==> src/rtl/fab_pkg.sv <==
package fab_pkg;

  typedef enum logic [1:0] {
    PH_RECV = 2'd0,
    PH_WAIT = 2'd1,
    PH_SEND = 2'd2
  } phase_e;

  // True when a counter value sits on its final position.
  function automatic logic count_is(input logic [31:0] value, input logic [31:0] target);
    return value == target;
  endfunction

  // Counter step with wrap to zero after the final position.
  function automatic logic [31:0] advance(input logic [31:0] value, input logic step,
                                          input logic wrap);
    if (!step) return value;
    if (wrap) return 32'd0;
    return value + 32'd1;
  endfunction

  // Phase sequencing: receive, then wait, then send, then receive again.
  function automatic phase_e next_phase(input phase_e cur, input logic recv_last,
                                        input logic done, input logic send_last);
    case (cur)
      PH_RECV: return recv_last ? PH_WAIT : PH_RECV;
      PH_WAIT: return done ? PH_SEND : PH_WAIT;
      PH_SEND: return send_last ? PH_RECV : PH_SEND;
      default: return PH_RECV;
    endcase
  endfunction

endpackage

==> src/rtl/fab_word_counter.sv <==
module fab_word_counter
  import fab_pkg::*;
#(
  parameter int unsigned LIMIT = 4,
  parameter int unsigned CW    = 2
) (
  input  logic          clk,
  input  logic          rst_n,
  input  logic          step,
  output logic [CW-1:0] count,
  output logic          at_last
);

  assign at_last = count_is(32'(count), LIMIT - 1);

  always_ff @(posedge clk or negedge rst_n) begin
    if (!rst_n) count <= '0;
    else        count <= CW'(advance(32'(count), step, at_last));
  end

endmodule

==> src/rtl/fab_phase_fsm.sv <==
module fab_phase_fsm
  import fab_pkg::*;
(
  input  logic   clk,
  input  logic   rst_n,
  input  logic   recv_last,
  input  logic   core_done,
  input  logic   send_last,
  output phase_e phase,
  output logic   go
);

  phase_e phase_nx;

  always_comb phase_nx = next_phase(phase, recv_last, core_done, send_last);

  always_ff @(posedge clk or negedge rst_n) begin
    if (!rst_n) begin
      phase <= PH_RECV;
      go    <= 1'b0;
    end else begin
      phase <= phase_nx;
      go    <= recv_last;
    end
  end

endmodule

==> src/rtl/fab_recv_path.sv <==
module fab_recv_path
  import fab_pkg::*;
#(
  parameter int unsigned REQ_WORDS = 4,
  parameter int unsigned DW        = 32,
  parameter int unsigned IW        = 2
) (
  input  logic          clk,
  input  logic          rst_n,
  input  phase_e        phase,
  input  logic          in_empty,
  output logic          in_rd_en,
  input  logic [DW-1:0] in_data,
  output logic          core_wr_en,
  output logic [IW-1:0] core_wr_idx,
  output logic [DW-1:0] core_wr_data,
  output logic          recv_last
);

  logic pend;
  logic land_last;

  // Words issued = words landed + the one in flight; stop once the last is in flight.
  assign recv_last = pend && land_last;
  assign in_rd_en  = rst_n && (phase == PH_RECV) && !in_empty && !recv_last;

  always_ff @(posedge clk or negedge rst_n) begin
    if (!rst_n) pend <= 1'b0;
    else        pend <= in_rd_en;
  end

  fab_word_counter #(.LIMIT(REQ_WORDS), .CW(IW)) u_land_cnt (
    .clk    (clk),
    .rst_n  (rst_n),
    .step   (pend),
    .count  (core_wr_idx),
    .at_last(land_last)
  );

  assign core_wr_en   = pend;
  assign core_wr_data = in_data;

endmodule

==> src/rtl/fab_send_path.sv <==
module fab_send_path
  import fab_pkg::*;
#(
  parameter int unsigned RSP_WORDS = 2,
  parameter int unsigned DW        = 32,
  parameter int unsigned OW        = 1
) (
  input  logic          clk,
  input  logic          rst_n,
  input  phase_e        phase,
  input  logic          out_full,
  output logic          out_wr_en,
  output logic [DW-1:0] out_data,
  output logic [OW-1:0] core_rd_idx,
  input  logic [DW-1:0] core_res_word,
  output logic          send_last
);

  logic idx_last;

  assign out_wr_en = (phase == PH_SEND) && !out_full;
  assign out_data  = core_res_word;
  assign send_last = out_wr_en && idx_last;

  fab_word_counter #(.LIMIT(RSP_WORDS), .CW(OW)) u_send_cnt (
    .clk    (clk),
    .rst_n  (rst_n),
    .step   (out_wr_en),
    .count  (core_rd_idx),
    .at_last(idx_last)
  );

endmodule

==> src/rtl/fifo_accel_ctrl.sv <==
module fifo_accel_ctrl
  import fab_pkg::*;
#(
  parameter  int unsigned REQ_WORDS = 4,
  parameter  int unsigned RSP_WORDS = 2,
  parameter  int unsigned DW        = 32,
  localparam int unsigned IW        = (REQ_WORDS > 1) ? $clog2(REQ_WORDS) : 1,
  localparam int unsigned OW        = (RSP_WORDS > 1) ? $clog2(RSP_WORDS) : 1
) (
  input  logic          clk,
  input  logic          rst_n,
  input  logic          in_empty,
  output logic          in_rd_en,
  input  logic [DW-1:0] in_data,
  output logic          core_wr_en,
  output logic [IW-1:0] core_wr_idx,
  output logic [DW-1:0] core_wr_data,
  output logic          core_go,
  input  logic          core_done,
  output logic [OW-1:0] core_rd_idx,
  input  logic [DW-1:0] core_res_word,
  input  logic          out_full,
  output logic          out_wr_en,
  output logic [DW-1:0] out_data
);

  phase_e phase;
  logic   recv_last;
  logic   send_last;

  fab_phase_fsm u_fsm (
    .clk      (clk),
    .rst_n    (rst_n),
    .recv_last(recv_last),
    .core_done(core_done),
    .send_last(send_last),
    .phase    (phase),
    .go       (core_go)
  );

  fab_recv_path #(.REQ_WORDS(REQ_WORDS), .DW(DW), .IW(IW)) u_recv (
    .clk         (clk),
    .rst_n       (rst_n),
    .phase       (phase),
    .in_empty    (in_empty),
    .in_rd_en    (in_rd_en),
    .in_data     (in_data),
    .core_wr_en  (core_wr_en),
    .core_wr_idx (core_wr_idx),
    .core_wr_data(core_wr_data),
    .recv_last   (recv_last)
  );

  fab_send_path #(.RSP_WORDS(RSP_WORDS), .DW(DW), .OW(OW)) u_send (
    .clk          (clk),
    .rst_n        (rst_n),
    .phase        (phase),
    .out_full     (out_full),
    .out_wr_en    (out_wr_en),
    .out_data     (out_data),
    .core_rd_idx  (core_rd_idx),
    .core_res_word(core_res_word),
    .send_last    (send_last)
  );

endmodule

==> config.mk <==
export PLATFORM = sky130hd
export DESIGN_NAME = fifo_accel_ctrl
export DESIGN_NICKNAME = d
export VERILOG_FILES = /design/src/rtl/fab_pkg.sv /design/src/rtl/fab_word_counter.sv /design/src/rtl/fab_phase_fsm.sv /design/src/rtl/fab_recv_path.sv /design/src/rtl/fab_send_path.sv /design/src/rtl/fifo_accel_ctrl.sv
export SDC_FILE = /design/constraint.sdc
export NUM_CORES = 1
export LEC_CHECK = 0
export BUFFER_PORTS_ARGS = -buffer_cell sky130_fd_sc_hd__buf_4
export CAP_MARGIN = 5
export CORE_ASPECT_RATIO = 0.7
export CORE_MARGIN = 5
export CORE_UTILIZATION = 29
export CTS_BUF_LIST = sky130_fd_sc_hd__clkbuf_8 sky130_fd_sc_hd__clkbuf_16
export DETAILED_ROUTE_END_ITERATION = 16
export PLACE_DENSITY = 0.89
export SYNTH_ARGS = -nofsm -noshare
export SYNTH_HDL_FRONTEND = slang
export SYNTH_SLANG_ARGS = --single-unit
==> constraint.sdc <==
create_clock -name clk -period 2.6 [get_ports clk]
set_clock_uncertainty 0.2 [all_clocks]
set_input_delay 0.52 -clock clk [delete_from_list [all_inputs] [get_ports clk]]
set_output_delay 0.52 -clock clk [all_outputs]
set_load 0.05 [all_outputs]
Word level (Yosys, flattened, before mapping)
Cells that the tools add are included.
{ "totals": {"n_memories": 0, "mem_bits_rw": 0, "latch_bits": 0, "ff_bits": 7, "input_bits": 69, "romBits": 0} }
{ "classes": {"shifts": 0, "reduce_logical": 10, "n_addsub": 2, "n_lt_le_gt_ge": 0, "bitwise": 0, "eq_ne": 3, "div": 0, "muxes": 16, "multipliers": 0} }
{ "op_table": {"columns": ["cell", "count"], "rows": [
  ["$mux 2", 6],
  ["$mux 1", 9],
  ["$logic_and 1x1->1", 6],
  ["$pmux 2 s3", 1],
  ["$eq 2x2->1 const B", 2],
  ["$logic_not 1->1", 3],
  ["$add 2x1->2 const B", 1],
  ["$eq 2x1->1 const B", 1],
  ["$logic_not 2->1", 1],
  ["$add 1x1->1 const B", 1]
]} }

Logic depth before layout (Yosys ltp)
{ "depth": {"depth_word": 6, "depth_mapped": 3, "mapped_depth_nobuf": 3} }

Modules after synthesis
From an unflattened synthesis, not the netlist that was laid out.
{ "unflattened": {"hier_cells": 88, "area_unflattened_um2": 795.8} }
{ "modules_own_cells": {"columns": ["module", "area_each_um2", "instances", "cells_each"], "rows": [
  ["fab_recv_path", 292.8, 1, 36],
  ["fab_send_path", 260.2, 1, 34],
  ["fab_phase_fsm", 112.6, 1, 9],
  ["fab_word_counter (u_recv.u_land_cnt)", 88.8, 1, 6],
  ["fab_word_counter (u_send.u_send_cnt)", 41.3, 1, 3]
]} }

Least setup slack after synthesis
OpenSTA, ideal clock, no wires.
{ "synth_timing": {"path_type": "reg-to-output", "from": "reg u_recv.u_land_cnt.count[0]", "to": "out in_rd_en", "path_stages_with_launch": 4, "t_arrival_ns": 2.566, "setup_slack_ns": -0.686, "t_required_ns": 1.880, "cell_sequence": "dfrtp_1 > ha_1 > and2_1 > nor4_1"} }
{ "synth_via": {"elab_chain_cells": 4} }
{ "synth_rtl": {"columns": ["element", "line", "source"], "rows": [
  ["start: declaration", "fab_word_counter.sv:10", "output logic [CW-1:0] count,"],
  ["start signal: assignment", "fab_word_counter.sv:18", "else count <= CW'(advance(32'(count), step, at_last));"],
  ["$eq 2x2->1", "fab_pkg.sv:11", "return value == target;"],
  ["$logic_and 1x1->1", "fab_recv_path.sv:24", "assign recv_last = pend && land_last;"],
  ["net recv_last", "fifo_accel_ctrl.sv:28", "logic recv_last;"],
  ["$logic_not 1->1", "fab_recv_path.sv:25", "assign in_rd_en = rst_n && (phase == PH_RECV) && !in_empty && !recv_last;"],
  ["$logic_and 1x1->1", "fab_recv_path.sv:25", null],
  ["end: declaration", "fifo_accel_ctrl.sv:13", "output logic in_rd_en,"]
]} }
The timed path passes the listed nets, and every way through them passes these cells.

Worst setup path in the final report
{ "layout_timing": {"from": "in rst_n", "to": "out in_rd_en"} }
{ "layout_via": {"elab_chain_cells": 3} }
{ "layout_rtl": {"columns": ["element", "line", "source"], "rows": [
  ["start: declaration", "fifo_accel_ctrl.sv:11", "input logic rst_n,"],
  ["$logic_and 1x1->1 (3 in series)", "fab_recv_path.sv:25", null]
]} }
No other way between the ends.

==> reports/metrics.yaml <==
outcome:
  outcome: "finished, final reports clean"
sta:
  worst_pin_slew_ps: 235
  period_share: 0.927
  whs_ps: 299
  max_freq_ghz: 0.415
  final_max_slew_viol_count: 0
  period_minus_slack_ps: 2410
  relSlewSlack: 0.844
  finalHoldViolations: 0
  fin_tns_setup_ps: 0
  rsz0062_at_grt: "no"
  post-route-worst-setup-slack_ps: 189
  setup_viol: 0
floorplan:
  dieWidth_um: 72.0
  die_area_um2: 3840
  die_y_um: 53.4
  core_area_um2: 2510
  ios: 140
  initial_core_util: 0.310
  row_count: 15
drt:
  drt_iter0_markers: 4
  wl_per_cell_um: 13.1
  vias_per_cell: 3.90
  antenna_left: 0
  drcViolationCount: 0
  totalWireLength_um: 959
  drt_first_pass_iters: 2
  num_vias: 285
  wl_met3_um: 212
  highest_layer: "met4"
  met2_length_um: 356
  wl_met1_um: 382
finish:
  antenna-diode-count: 0
  area_delta_synth_final_pct: -36.6
  regArea_um2: 175
  nNetsFinal: 110
  multi_input_area_um2: 139
  fill_cells: 295
  layout_common_cells: "buf_4, dfrtp_1, nand2b_1"
  drive_gt1_frac: 0.436
  layout_commonest_cell: "buf_4"
logic_synthesis:
  yosys_warnings: 0
  syn_area_per_cell_um2: 8.96
  syn-instance-count: 87
  synthesis.area_um2: 779
  syn_nets: 157
  ys_top_cells_by_area: "buf_4, dfrtp_1, nand2b_1"
  yosysUniqueCellTypes: 14
  synth_top_area_frac: 0.616
  ys_ff_latch: 7
  synth_top_cell_by_area: "buf_4"
  synth.yosys.seq_area_share: 0.225
worst_setup_path:
  crit_start: "rst_n"
  timing.rr.start: "u_recv.u_land_cnt.count[0]$_DFFE_PN0P_"
  cp-end-kind: "output port"
  crit_path_max_fanout: 8
  path_class: "input pin to output port"
  worstPathRequired_ps: 1880
  cp.arrival_ps: 1690
  startpoint_type: "input pin"
grt:
  overflow: 0
  antenna_found_initial: 0
  track_usage: 0.0557
  grt_max_degree: 9
  grt_pass1_vias: 330
  grt_pass1_wl_um: 1520
clocking:
  numClockSinks: 7
  clkLatencyLatePin_ps: 220
  clkTransAtPathRegs_ps: 40
  cts_tree: "yes"
  cts-root-buf: "clkbuf_8"
  numCtsBuffers: 3
  clk_path_buf_depth: 2
  htreeDepth: 1
  post_cts_resized: 0
placement:
  io_buffers: 11
  routabilityCongestion: 0.627
  dpl_worst_slack_ps: 606
  hpwl_um: 785
power_and_ir_drop:
  peakVddDrop_v: 0.000697
  powerDensity_nw_per_um2: 1210
  total_leakage_power_nw: 0.224
  power_w: 0.000597
hold_path:
  min_from: "u_send.u_send_cnt.at_last$_DFFE_PN0P_"
  worst_hold_path_type: "flop to flop"
run:
  cap_violations: 0
synth_stat cells:
master	number
nand3b_1	2
xor2_1	1
buf_4	64
nor4_1	1
mux2_2	1
dfrtp_1	7
a21oi_1	1
nor3b_2	1
and2_1	1
o21ai_0	1
nand2b_1	4
ha_1	1
nor2b_1	1
mux2i_1	1
power by group:
group          total (W)  switching [W]  internal [W]
Clock           0.000144      0.0000419      0.000102
Combinational   0.000264       0.000169     0.0000956
Sequential      0.000189      0.0000415      0.000148
per-stage QoR:
step	instance area, um^2	utilization	cells
floorplan	795	-	87
global placement	439	0.175	68
detailed placement	439	0.175	68
CTS	494	0.197	73
global route	494	0.197	73
finish	494	0.197	73
routing by layer:
| metal | GRT usage | up-vias |
|---|---|---|
| met4 | 0.0406 | 0 |
| met3 | 0.0759 | 2 |
| li1 | - | 110 |
| met1 | 0.0516 | 126 |
| met2 | 0.0579 | 47 |
| met5 | 0 | - |
flip-flops by register name, indices dropped and copies added, names as in the netlist:
signal	cells
u_send.u_send_cnt.at_last	1
u_recv.core_wr_en	1
u_recv.u_land_cnt.count	2
u_fsm.go	1
u_fsm.phase	2
worst paths after layout:
| path | end | slack, ps | cells after the start |
|---|---|---|---|
| worst max-delay path | in_rd_en | 190 | 5 |
| worst min-delay path | u_send.u_send_cnt.at_last$_DFFE_PN0P_ | 300 | 1 |
| worst max register to register | u_recv.core_wr_en$_DFF_PN0_ | 1270 | 3 |
| worst min register to register | u_send.u_send_cnt.at_last$_DFFE_PN0P_ | 300 | 1 |
| max in group asynchronous | u_recv.u_land_cnt.count[1]$_DFFE_PN0P_ | 1630 | 2 |
| min in group asynchronous | u_recv.core_wr_en$_DFF_PN0_ | 450 | 2 |
worst max-delay path, stage by stage:
cell           delay [ps]
dlygate4sd3_1         530
buf_4                 160
nand2b_1              100
nor4_4                150
buf_4                 240
logic make-up after synthesis:
| logic type | after synthesis | share of synthesized area |
|---|---|---|
| xor+xnor | 1 | 0.0112 |
| flops | 7 | 0.225 |
| simple gates | 10 | 0.0915 |
| mux | 2 | 0.0273 |
| fa+ha+maj | 1 | 0.0160 |
| buf+inv | 64 | 0.616 |
| compound gates | 2 | 0.0128 |
layout make-up:
class / instances / share of cell area
clock buffers: 3 / 0.0835
repair buffers: 12 / 0.187
flip-flops and latches: 7 / 0.354
well taps: 34 / 0.0861
multi-input cells: 16 / 0.281
clock inverters: 1 / 0.00759
timing repair:
action / in CTS / in global routing
buffers inserted: 0 / 0
endpoints found under the hold margin: 7 / 0
hold buffers: 1 / 0
Power figures use the tool's default switching activity.
